**config.mk**
```make
export PLATFORM = sky130hd
export DESIGN_NAME = alu_flagword
export DESIGN_NICKNAME = d
export VERILOG_FILES = /design/src/rtl/alu_pkg.sv /design/src/rtl/alu_addsub.sv /design/src/rtl/alu_logic.sv /design/src/rtl/alu_cond_gen.sv /design/src/rtl/alu_flagword.sv
export SDC_FILE = /design/constraint.sdc
export NUM_CORES = 1
export LEC_CHECK = 0
export ABC_AREA = 1
export BUFFER_PORTS_ARGS = -buffer_cell sky130_fd_sc_hd__buf_2
export CAP_MARGIN = 20
export CORE_MARGIN = 2
export CORE_UTILIZATION = 44
export CTS_CLUSTER_DIAMETER = 30
export CTS_CLUSTER_SIZE = 25
export DETAILED_ROUTE_END_ITERATION = 10
export PLACE_DENSITY_LB_ADDON = 0.15
export SETUP_SLACK_MARGIN = 0.05
export SYNTH_ARGS = -nofsm -noshare
export SYNTH_HDL_FRONTEND = slang
export SYNTH_SLANG_ARGS = --single-unit
```
**constraint.sdc**
```tcl
create_clock -name clk -period 7.89 [get_ports clk]
set_input_delay 1.578 -clock clk [delete_from_list [all_inputs] [get_ports clk]]
set_output_delay 1.578 -clock clk [all_outputs]
set_load 0.02 [all_outputs]
```
**src/rtl/alu_pkg.sv**
```systemverilog
package alu_pkg;

  localparam int FLAG_W = 32;

  localparam logic [3:0] OP_ADD = 4'd0;
  localparam logic [3:0] OP_ADC = 4'd1;
  localparam logic [3:0] OP_SUB = 4'd2;
  localparam logic [3:0] OP_SBB = 4'd3;
  localparam logic [3:0] OP_AND = 4'd4;
  localparam logic [3:0] OP_OR  = 4'd5;
  localparam logic [3:0] OP_XOR = 4'd6;
  localparam logic [3:0] OP_CMP = 4'd7;

  localparam int B_CF   = 0;
  localparam int B_ONE  = 1;
  localparam int B_PF   = 2;
  localparam int B_AF   = 4;
  localparam int B_ZF   = 6;
  localparam int B_SF   = 7;
  localparam int B_TE   = 8;
  localparam int B_IE   = 9;
  localparam int B_OF   = 11;
  localparam int B_PL0  = 12;
  localparam int B_PL1  = 13;

  localparam logic [FLAG_W-1:0] MASK_CTRL = (FLAG_W'(1) << B_TE) | (FLAG_W'(1) << B_IE)
                                          | (FLAG_W'(1) << B_PL0) | (FLAG_W'(1) << B_PL1);
  localparam logic [FLAG_W-1:0] MASK_COND = (FLAG_W'(1) << B_CF) | (FLAG_W'(1) << B_PF)
                                          | (FLAG_W'(1) << B_AF) | (FLAG_W'(1) << B_ZF)
                                          | (FLAG_W'(1) << B_SF) | (FLAG_W'(1) << B_OF);
  localparam logic [FLAG_W-1:0] FIXED_SET = FLAG_W'(1) << B_ONE;

  typedef struct packed {
    logic cf;
    logic pf;
    logic af;
    logic zf;
    logic sf;
    logic of;
  } cond_t;

  typedef enum logic [1:0] {
    LG_AND = 2'd0,
    LG_OR  = 2'd1,
    LG_XOR = 2'd2
  } logic_sel_e;

endpackage

```
**src/rtl/alu_addsub.sv**
```systemverilog
module alu_addsub #(
  parameter int DATA_W = 32
) (
  input  logic [DATA_W-1:0] a,
  input  logic [DATA_W-1:0] b,
  input  logic              sub,
  input  logic              chain_in,
  output logic [DATA_W-1:0] sum,
  output logic              carry,
  output logic              nib_carry,
  output logic              ovf
);
  localparam int NIB = 4;

  logic [DATA_W-1:0] b_eff;
  logic              c_in;
  logic [DATA_W:0]   full;
  logic [NIB:0]      low;

  always_comb begin
    b_eff = sub ? ~b : b;
    c_in  = sub ? ~chain_in : chain_in;
    full  = {1'b0, a} + {1'b0, b_eff} + {{DATA_W{1'b0}}, c_in};
    low   = {1'b0, a[NIB-1:0]} + {1'b0, b_eff[NIB-1:0]} + {{NIB{1'b0}}, c_in};
    sum       = full[DATA_W-1:0];
    carry     = sub ? ~full[DATA_W] : full[DATA_W];
    nib_carry = sub ? ~low[NIB] : low[NIB];
    ovf       = (a[DATA_W-1] == b_eff[DATA_W-1]) && (full[DATA_W-1] != a[DATA_W-1]);
  end
endmodule

```
**src/rtl/alu_logic.sv**
```systemverilog
module alu_logic #(
  parameter int DATA_W = 32
) (
  input  logic [DATA_W-1:0]      a,
  input  logic [DATA_W-1:0]      b,
  input  alu_pkg::logic_sel_e    sel,
  output logic [DATA_W-1:0]      y
);
  always_comb begin
    unique case (sel)
      alu_pkg::LG_AND: y = a & b;
      alu_pkg::LG_OR:  y = a | b;
      alu_pkg::LG_XOR: y = a ^ b;
      default:         y = '0;
    endcase
  end
endmodule

```
**src/rtl/alu_cond_gen.sv**
```systemverilog
module alu_cond_gen #(
  parameter int DATA_W = 32,
  parameter int PAR_W  = 8
) (
  input  logic [DATA_W-1:0] result,
  input  logic              is_logic,
  input  logic              carry,
  input  logic              nib_carry,
  input  logic              ovf,
  output alu_pkg::cond_t    cond
);
  logic [PAR_W:0] par_chain;

  assign par_chain[0] = 1'b1;
  for (genvar i = 0; i < PAR_W; i++) begin : g_par
    assign par_chain[i+1] = par_chain[i] ^ result[i];
  end

  always_comb begin
    cond.cf = is_logic ? 1'b0 : carry;
    cond.af = is_logic ? 1'b0 : nib_carry;
    cond.of = is_logic ? 1'b0 : ovf;
    cond.pf = par_chain[PAR_W];
    cond.zf = (result == '0);
    cond.sf = result[DATA_W-1];
  end
endmodule

```
**src/rtl/alu_flagword.sv**
```systemverilog
module alu_flagword #(
  parameter int DATA_W = 32
) (
  input  logic                       clk,
  input  logic                       rst,
  input  logic                       op_valid,
  input  logic [3:0]                 op_code,
  input  logic [DATA_W-1:0]          opnd_a,
  input  logic [DATA_W-1:0]          opnd_b,
  input  logic                       priv_wr,
  input  logic [alu_pkg::FLAG_W-1:0] priv_data,
  output logic [DATA_W-1:0]          res_q,
  output logic                       res_wr,
  output logic [alu_pkg::FLAG_W-1:0] flags_q
);
  import alu_pkg::*;

  localparam int PAR_W = (DATA_W < 8) ? DATA_W : 8;

  logic              op_ok;
  logic              do_wb;
  logic              is_sub;
  logic              is_chain;
  logic              is_logic;
  logic [DATA_W-1:0] arith_y;
  logic [DATA_W-1:0] logic_y;
  logic [DATA_W-1:0] result;
  logic              a_carry;
  logic              a_nib;
  logic              a_ovf;
  cond_t             cond;
  logic_sel_e        lsel;
  logic [FLAG_W-1:0] flags_nxt;

  always_comb begin
    op_ok    = op_valid && !op_code[3];
    do_wb    = op_ok && (op_code != OP_CMP);
    is_sub   = (op_code == OP_SUB) || (op_code == OP_SBB) || (op_code == OP_CMP);
    is_chain = (op_code == OP_ADC) || (op_code == OP_SBB);
    is_logic = (op_code == OP_AND) || (op_code == OP_OR) || (op_code == OP_XOR);
    lsel     = logic_sel_e'(op_code[1:0]);
    result   = is_logic ? logic_y : arith_y;
  end

  alu_addsub #(.DATA_W(DATA_W)) u_addsub (
    .a         (opnd_a),
    .b         (opnd_b),
    .sub       (is_sub),
    .chain_in  (is_chain && flags_q[B_CF]),
    .sum       (arith_y),
    .carry     (a_carry),
    .nib_carry (a_nib),
    .ovf       (a_ovf)
  );

  alu_logic #(.DATA_W(DATA_W)) u_logic (
    .a   (opnd_a),
    .b   (opnd_b),
    .sel (lsel),
    .y   (logic_y)
  );

  alu_cond_gen #(.DATA_W(DATA_W), .PAR_W(PAR_W)) u_cond (
    .result    (result),
    .is_logic  (is_logic),
    .carry     (a_carry),
    .nib_carry (a_nib),
    .ovf       (a_ovf),
    .cond      (cond)
  );

  always_comb begin
    flags_nxt = flags_q;
    if (priv_wr) begin
      flags_nxt = (flags_nxt & ~MASK_CTRL) | (priv_data & MASK_CTRL);
    end
    if (op_ok) begin
      flags_nxt[B_CF] = cond.cf;
      flags_nxt[B_PF] = cond.pf;
      flags_nxt[B_AF] = cond.af;
      flags_nxt[B_ZF] = cond.zf;
      flags_nxt[B_SF] = cond.sf;
      flags_nxt[B_OF] = cond.of;
    end
    flags_nxt = (flags_nxt & (MASK_CTRL | MASK_COND)) | FIXED_SET;
  end

  always_ff @(posedge clk) begin
    if (rst) begin
      res_q   <= '0;
      res_wr  <= 1'b0;
      flags_q <= FIXED_SET;
    end else begin
      res_wr  <= do_wb;
      flags_q <= flags_nxt;
      if (do_wb) begin
        res_q <= result;
      end
    end
  end
endmodule

```
==> flow_summary.toml <==
[final_layout]
fin_nets = 1455
drive_above_1_share_pct = 12.8
antenna_cells = 0
final_common_cell = "nand2_1"
final_cell_mix = "nand2_1, inv_1, buf_2, nor2_1, ha_1"
synthToLayoutAreaGrowth_pct = 11.7

[detailed_routing]
dr_total_vias = 6962
drt-vias-per-instance = 4.83
ant_nets = 0
wl_per_cell_um = 12.7
drt-total-wl_mm = 18.3
drt_iter0_drc = 406
drt_pass1_iterations = 5
drc = 0

[floorplan]
die_area_um2 = 16300
dieWidth_um = 128
start_util_pct = 44.6
core_um2 = 15100
die_y_um = 128
ios = 169
rows = 45

[setup_path]
cp_data_arrival_time_ns = 5.58
slowest_delay_ns = 0.45
crit_type = "input pin to flip-flop"
r2r_cells = 21
worstPathRequired_ns = 8.11
cp-end-kind = "flip-flop"
cp_slowest_cell = "nand2_2"
reg2reg_to = "flags_q[6]"
crit_top_cell = "nand2_1"
rrSetupSlack_ns = 4.58
regToRegStartpoint = "flags_q[0]"
crit_fanout = 19
startpoint_type = "input pin"

[grt]
use_met1_pct = 32.4
gr-max-usage-layer = "met2"
grt_max_degree = 44
grt_pass1_vias = 6187
met3_usage_pct = 1.01
grt_use_total_pct = 22.6
use_met2_pct = 38.2
antenna_found_initial = 0
grt-ovfl-total = 0
grt_pass1_wl_mm = 30.0

[synthesis]
synth-warning-count = 0
yosysSeqAreaShare_pct = 12.8
synth_compound_gate_area_share_pct = 10.3
synth_top_family_by_area = "simple AND/OR/NAND/NOR gates"
synth_cells = 1153
synth_area_leader_cell = "nand2_1"
syn_area_per_cell_um2 = 5.83
ys_types = 36
yosys-top-cells-area = "nand2_1, ha_1, dfxtp_1"
synthAdderAreaFrac_pct = 18.5
ys_ff_latch = 43
synth_area_um2 = 6730
synth-simple-area-share_pct = 35.8
synth_top_area_share_pct = 20.0
synth-xor-area-share_pct = 4.95
yosys-mux-area-fraction_pct = 0.316

[timing]
finalSetupViolCount = 0
min_period_ns = 5.36
max-slew-margin-rel_pct = 59.5
drv_slew = 0
skew_ns = 0.00186
worst_slack_ns = 2.53
hold_ws_ns = 0.470
hold_viol = 0
finalSetupTns_ns = 0
rsz0062_at_grt = "false"
tightest_slew_ns = 0.606
fmax_mhz = 187
fin_crit_sh_pct = 68.0

[min_path]
hold_class = "flip-flop to flip-flop"
min_to = "flags_q[4]"
min_from = "flags_q[4]"
whs_path_depth = 2

[placement]
gp_congestion = 0.903
place_ws_ns = 2.22
port-buffer-count = 118
dp_hpwl_mm = 15.0

[power_and_ir_drop]
power.leakage_uw = 0.00467
ir_drop_mv = 0.0928
power_density_nw_per_um2 = 141

[cts]
cts_setup_buffers = 0
numCtsBuffers = 5
htreeDepth = 2
clock_latency_ns = 0.28
cts_tree = "yes"
cts.root.buffer_cell = "clkbuf_16"
clk_pin_slew_worst_paths_ns = 0.06
cts.hold.buffers_added = 0
postCtsResizedCells = 0
cts.sink_count = 43
cts.path.max_buffers = 2

[job]
cap_violations = 0

[run_status]
status = "finished clean"
-- layout make-up --
class	instances	area [um2]
clock inverters	2	35.0
multi-input cells	857	4780
repair buffers	123	628
well taps	188	235
fillers	1635	7570
clock buffers	6	139
inverters	223	837
flip-flops and latches	43	861
-- per-stage QoR --
| stage | cell area [um2] | cells | total power, uW | util, % |
|---|---|---|---|---|
| finish | 7520 | 1442 | 1060 | 49.8 |
| global route | 7520 | 1442 | 1160 | 49.8 |
| CTS | 7520 | 1442 | 1060 | 49.8 |
| detailed placement | 7340 | 1434 | 824 | 48.7 |
| global placement | 7340 | 1434 | 819 | 48.7 |
| floorplan | 6800 | 1173 | 669 | - |
-- power breakdown --
part / switching, uW / internal, uW / total (uW)
sequential: 8.37 / 234 / 243
clock: 81.1 / 157 / 238
combinational: 388 / 193 / 582
-- cell families (layout without fill, tap and decap cells) --
logic type | count (synthesis) | in the layout
flops | 43 | 43
simple gates | 582 | 582
other cells | 2 | 22
buf+inv | 273 | 354
fa+ha+maj | 98 | 98
mux | 2 | 2
compound gates | 115 | 115
xor+xnor | 38 | 38
-- Yosys cell counts (all sizes together) --
master   number
nand3b       10
xor2         38
and3          2
nor3          5
nand3        74
buf          37
inv         222
mux2          1
or2           2
nand4         8
dfxtp        43
o21bai        3
clkbuf       13
ha           96
a21o          1
conb          2
nor2        110
a21oi        37
mux2i         1
o211ai       32
o2111ai       4
a31oi         1
nand2       370
fa            2
nor4          1
clkinv        1
o21ai        37
-- sequential cells by signal, summed over array words and instances, names as in the netlist --
signal / flops
res_q: 32
flags_q: 10
res_wr: 1
-- routing by layer --
layer	share of wire, %	wire [um]	vias up
li1	-	-	3719
met1	50	9120	3081
met2	45	8210	154
met3	4.5	831	8
met4	0.75	137	0
met5	0	0	-
-- critical path, delay by kind of cell --
| family | cells | cell delay [ns] |
|---|---|---|
| and+or+nand+nor | 18 | 2.15 |
| buffers and inverters | 4 | 0.77 |
| AOI/OAI and AO/OA | 1 | 0.11 |
| xor gates and xnor gates | 1 | 0.14 |
| adders and majority gates | 2 | 0.82 |
-- worst max-delay path by stage --
| stage | slack [ns] | to | cells past startpoint | start |
|---|---|---|---|---|
| finish | 2.53 | flags_q[6] | 26 | op_code[1] |
| global route | 2.19 | flags_q[6] | 26 | op_code[1] |
| CTS | 2.51 | flags_q[6] | 26 | op_code[1] |
| detailed placement | 2.22 | flags_q[6] | 26 | op_code[1] |
| global placement | 2.26 | flags_q[6] | 24 | op_code[1] |
| floorplan | 3.59 | flags_q[2] | 16 | op_code[3] |
No activity file was read; power rests on OpenSTA's default activity.
